File: config.mk
export PLATFORM = sky130hd
export DESIGN_NAME = rev_rca
export DESIGN_NICKNAME = d
export VERILOG_FILES = /design/src/rtl/rev_rca_pkg.sv /design/src/rtl/rsv_peres.sv /design/src/rtl/rsv_hng.sv /design/src/rtl/rsv_half_cell.sv /design/src/rtl/rsv_full_cell.sv /design/src/rtl/rev_rca.sv
export SDC_FILE = /design/constraint.sdc
export NUM_CORES = 1
export LEC_CHECK = 0
export ABC_CLOCK_PERIOD_IN_PS = 11200
export BUFFER_PORTS_ARGS = -buffer_cell sky130_fd_sc_hd__buf_4
export CAP_MARGIN = 40
export CORE_MARGIN = 5
export CORE_UTILIZATION = 32
export DETAILED_ROUTE_END_ITERATION = 16
export PLACE_DENSITY_LB_ADDON = 0.25
export SLEW_MARGIN = 20
export SYNTH_ARGS = -nofsm -noshare
export SYNTH_HDL_FRONTEND = slang
export SYNTH_SLANG_ARGS = --single-unit
File: constraint.sdc
create_clock -name vclk -period 11.2
set_input_delay 0.56 -clock vclk [all_inputs]
set_output_delay 0.56 -clock vclk [all_outputs]
set_load 0.02 [all_outputs]
File: src/rtl/rev_rca_pkg.sv
package rev_rca_pkg;
  function automatic int garb_width(input int width);
    return 2 * width - 1;
  endfunction

  function automatic int const_count(input int width);
    return width;
  endfunction
endpackage

File: src/rtl/rsv_peres.sv
module rsv_peres (
  input  logic a_i,
  input  logic b_i,
  input  logic c_i,
  output logic p_o,
  output logic q_o,
  output logic r_o
);
  assign p_o = a_i;
  assign q_o = a_i ^ b_i;
  assign r_o = (a_i & b_i) ^ c_i;
endmodule

File: src/rtl/rsv_hng.sv
module rsv_hng (
  input  logic a_i,
  input  logic b_i,
  input  logic c_i,
  input  logic d_i,
  output logic p_o,
  output logic q_o,
  output logic r_o,
  output logic s_o
);
  logic ab_x;
  assign ab_x = a_i ^ b_i;
  assign p_o  = a_i;
  assign q_o  = b_i;
  assign r_o  = ab_x ^ c_i;
  assign s_o  = (ab_x & c_i) ^ (a_i & b_i) ^ d_i;
endmodule

File: src/rtl/rsv_half_cell.sv
module rsv_half_cell (
  input  logic a_i,
  input  logic b_i,
  output logic sum_o,
  output logic cout_o,
  output logic garb_o
);
  // c tied low: q is the sum, r is the carry
  rsv_peres u_peres (
    .a_i(a_i), .b_i(b_i), .c_i(1'b0),
    .p_o(garb_o), .q_o(sum_o), .r_o(cout_o)
  );
endmodule

File: src/rtl/rsv_full_cell.sv
module rsv_full_cell (
  input  logic       a_i,
  input  logic       b_i,
  input  logic       cin_i,
  output logic       sum_o,
  output logic       cout_o,
  output logic [1:0] garb_o
);
  // d tied low: r is the sum, s is the carry out
  rsv_hng u_hng (
    .a_i(a_i), .b_i(b_i), .c_i(cin_i), .d_i(1'b0),
    .p_o(garb_o[0]), .q_o(garb_o[1]), .r_o(sum_o), .s_o(cout_o)
  );
endmodule

File: src/rtl/rev_rca.sv
module rev_rca #(
  parameter int WIDTH = 28,
  localparam int GW = rev_rca_pkg::garb_width(WIDTH)
) (
  input  logic [WIDTH-1:0] a_i,
  input  logic [WIDTH-1:0] b_i,
  output logic [WIDTH-1:0] sum_o,
  output logic             carry_o,
  output logic [GW-1:0]    garb_o
);
  localparam int CONST_CNT = rev_rca_pkg::const_count(WIDTH);

  logic [WIDTH:0] carry;

  rsv_half_cell u_half (
    .a_i(a_i[0]), .b_i(b_i[0]),
    .sum_o(sum_o[0]), .cout_o(carry[1]), .garb_o(garb_o[0])
  );

  for (genvar i = 1; i < WIDTH; i++) begin : g_full
    rsv_full_cell u_full (
      .a_i(a_i[i]), .b_i(b_i[i]), .cin_i(carry[i]),
      .sum_o(sum_o[i]), .cout_o(carry[i+1]),
      .garb_o(garb_o[2*i:2*i-1])
    );
  end

  assign carry[0] = 1'b0;
  assign carry_o  = carry[WIDTH];
endmodule

==> results.yml <==
run_status:
  status: "finished, final reports clean"
hold_path:
  hold_end: "garb_o[54]"
  whs_path_depth: 2
  min_path_type: "input pin to output pin"
  min_from: "b_i[27]"
pwr:
  ir_worst_vdd_mv: 0.03459
  p_seq_share_pct: 0
  power_density_nw_per_um2: 77.60
  internal_power_mw: 0.06448
  switching_share_pct: 53.10
  pwr-share-clk_pct: 0
  p_comb_share_pct: 100.0
  power_leakage_nw: 0.8864
  switching_power_mw: 0.07301
logic_synthesis:
  synth_largest_area_cell: "buf_4"
  ys.warnings.count: 0
  synthTopCellsByCount: "83 x buf_4, 27 x fa_1, 5 x inv_1"
  yosysUniqueCellTypes: 4
  syn_avg_cell_area_um2: 10.30
  ys_top_cells_by_area: "buf_4 52%, fa_1 45%, inv_1 1.6%, ha_1 1.0%"
  mappedNetlistNets: 200
  synth_most_common_cell: "buf_4"
  syn_area_um2: 1195
  synth-seq-area-share_pct: 0
  synth_cells: 116
  netlist.area_leader.share_pct: 52.15
floorplan:
  core_area_um2: 3633
  io_pins: 140
  die_w_um: 71.11
  die-area_um2: 5056
  fp-row-count: 22
  die_h_um: 71.11
  start_util_pct: 32.89
sta:
  slew_headroom_pct: 94.33
  finalHoldViolCount: 0
  slew_violations: 0
  worst_pin_slew_ps: 84.89
  setup_tns_ps: 0
  hold_ws_ps: 1329
  rsz0062_at_grt: "yes"
  fin_crit_ps: 11060
  finalWorstSetupSlack_ps: 135.4
  finalCritPeriodShare_pct: 98.79
  setup_violations: 0
  max_clock_freq_ghz: 0.09038
setup_path:
  crit_path_frequent_cell: "fa_2"
  critical_path_class: "input pin to output pin"
  critPathRequiredTime_ps: 10640
  startpoint_type: "input pin"
  cpPeakStageDelay_ps: 390
  crit_path_top_delay_cell: "fa_1"
  cp_data_arrival_time_ps: 10500
  worstSetupEndpointType: "output pin"
  critPathMaxFanout: 2
placement:
  place_congestion: 0.7678
  portBuffers: 140
  hpwl_um: 3019
  place_ws_ps: -474.3
final_layout:
  seq_area_um2: 0
  syn_to_final_growth_pct: 48.27
  final_layout_size_suffix_gt1_share_pct: 97.11
  nClkBuffers: 0
  seq_cells: 0
  diodes: 0
  nets: 259
detailed_routing:
  viasPerCell: 3.814
  drt_iter0_drc: 3
  wl_um: 3085
  first_pass_iters: 4
  vias: 843
  drc_errors: 0
  wl_per_cell_um: 13.96
  final_antenna_net_count: 0
cts:
  postCtsSetupRepairBufs: 0
global_routing:
  grt_use_total_pct: 11.14
  grt-ovfl-total: 0
  grt_pass1_wl_um: 4685
  antenna_found_initial: 0
  grt_max_degree: 3
  grt_pass1_vias: 1023
flow_run:
  drv_cap: 0
## worst max-delay path, delay by kind of cell
kind / cells / cell delay, ps
buffers and inverters: 4 / 350
adder cells (fa/ha/maj): 28 / 9610
## timing repair
item	CTS	global route
hold buffers	0	0
pin swaps	1	1
setup endpoints to repair	3	1
cloned	0	0
gates resized for setup	14	3
## power groups by stage
| stage | Sequential, mW | Clock [mW] | Combinational [mW] |
|---|---|---|---|
| detailed placement | 0 | 0 | 0.137 |
| global placement | 0 | 0 | 0.135 |
| CTS | 0 | 0 | 0.140 |
| finish | 0 | 0 | 0.137 |
| global route | 0 | 0 | 0.150 |
| floorplan | 0 | 0 | 0.103 |
## through the flow
| step | instances | instance area [um2] | utilization [%] | total power [mW] |
|---|---|---|---|---|
| 2_1_floorplan | 116 | 1232 | - | 0.1034 |
| 3_3_place_gp | 221 | 1720 | 47.35 | 0.1346 |
| 3_5_place_dp | 221 | 1720 | 47.35 | 0.1374 |
| 4_1_cts | 221 | 1754 | 48.28 | 0.1396 |
| 5_1_grt | 221 | 1772 | 48.76 | 0.1496 |
| 6_report | 221 | 1772 | 48.76 | 0.1375 |
## layer usage
metal  vias up  share of wire (%)  global-route usage, %
li1        376                  -                      -
met1       391                 26                  10.09
met2        76                 59                  24.10
met3         0                 16                  3.977
met4         0                  0                 0.2088
met5         -                  0                      0
## cell type report
class | instances | area [um2]
well taps | 48 | 60.06
inverters | 5 | 18.77
multi-input cells | 28 | 630.6
repair buffers | 140 | 1062
fillers | 345 | 1862
## layout by cell type (no fill, tap or decap)
cell type and n:
ha_4 1, fa_1 1, buf_6 3, fa_2 26
buf_4 137, inv_1 4, inv_2 1
## cell families after synthesis
| family | share of synthesized area [%] |
|---|---|
| adders and majority gates | 46.28 |
| buffers and inverters | 53.72 |
## worst max-delay path by stage
stage,to,cells past startpoint,start
CTS,sum_o[27],32,a_i[0]
detailed placement,sum_o[27],32,a_i[0]
global route,sum_o[27],32,a_i[0]
finish,sum_o[27],32,a_i[0]
floorplan,sum_o[27],31,a_i[0]
global placement,sum_o[27],32,a_i[0]
Note: power is estimated with default switching activity, not from simulation.
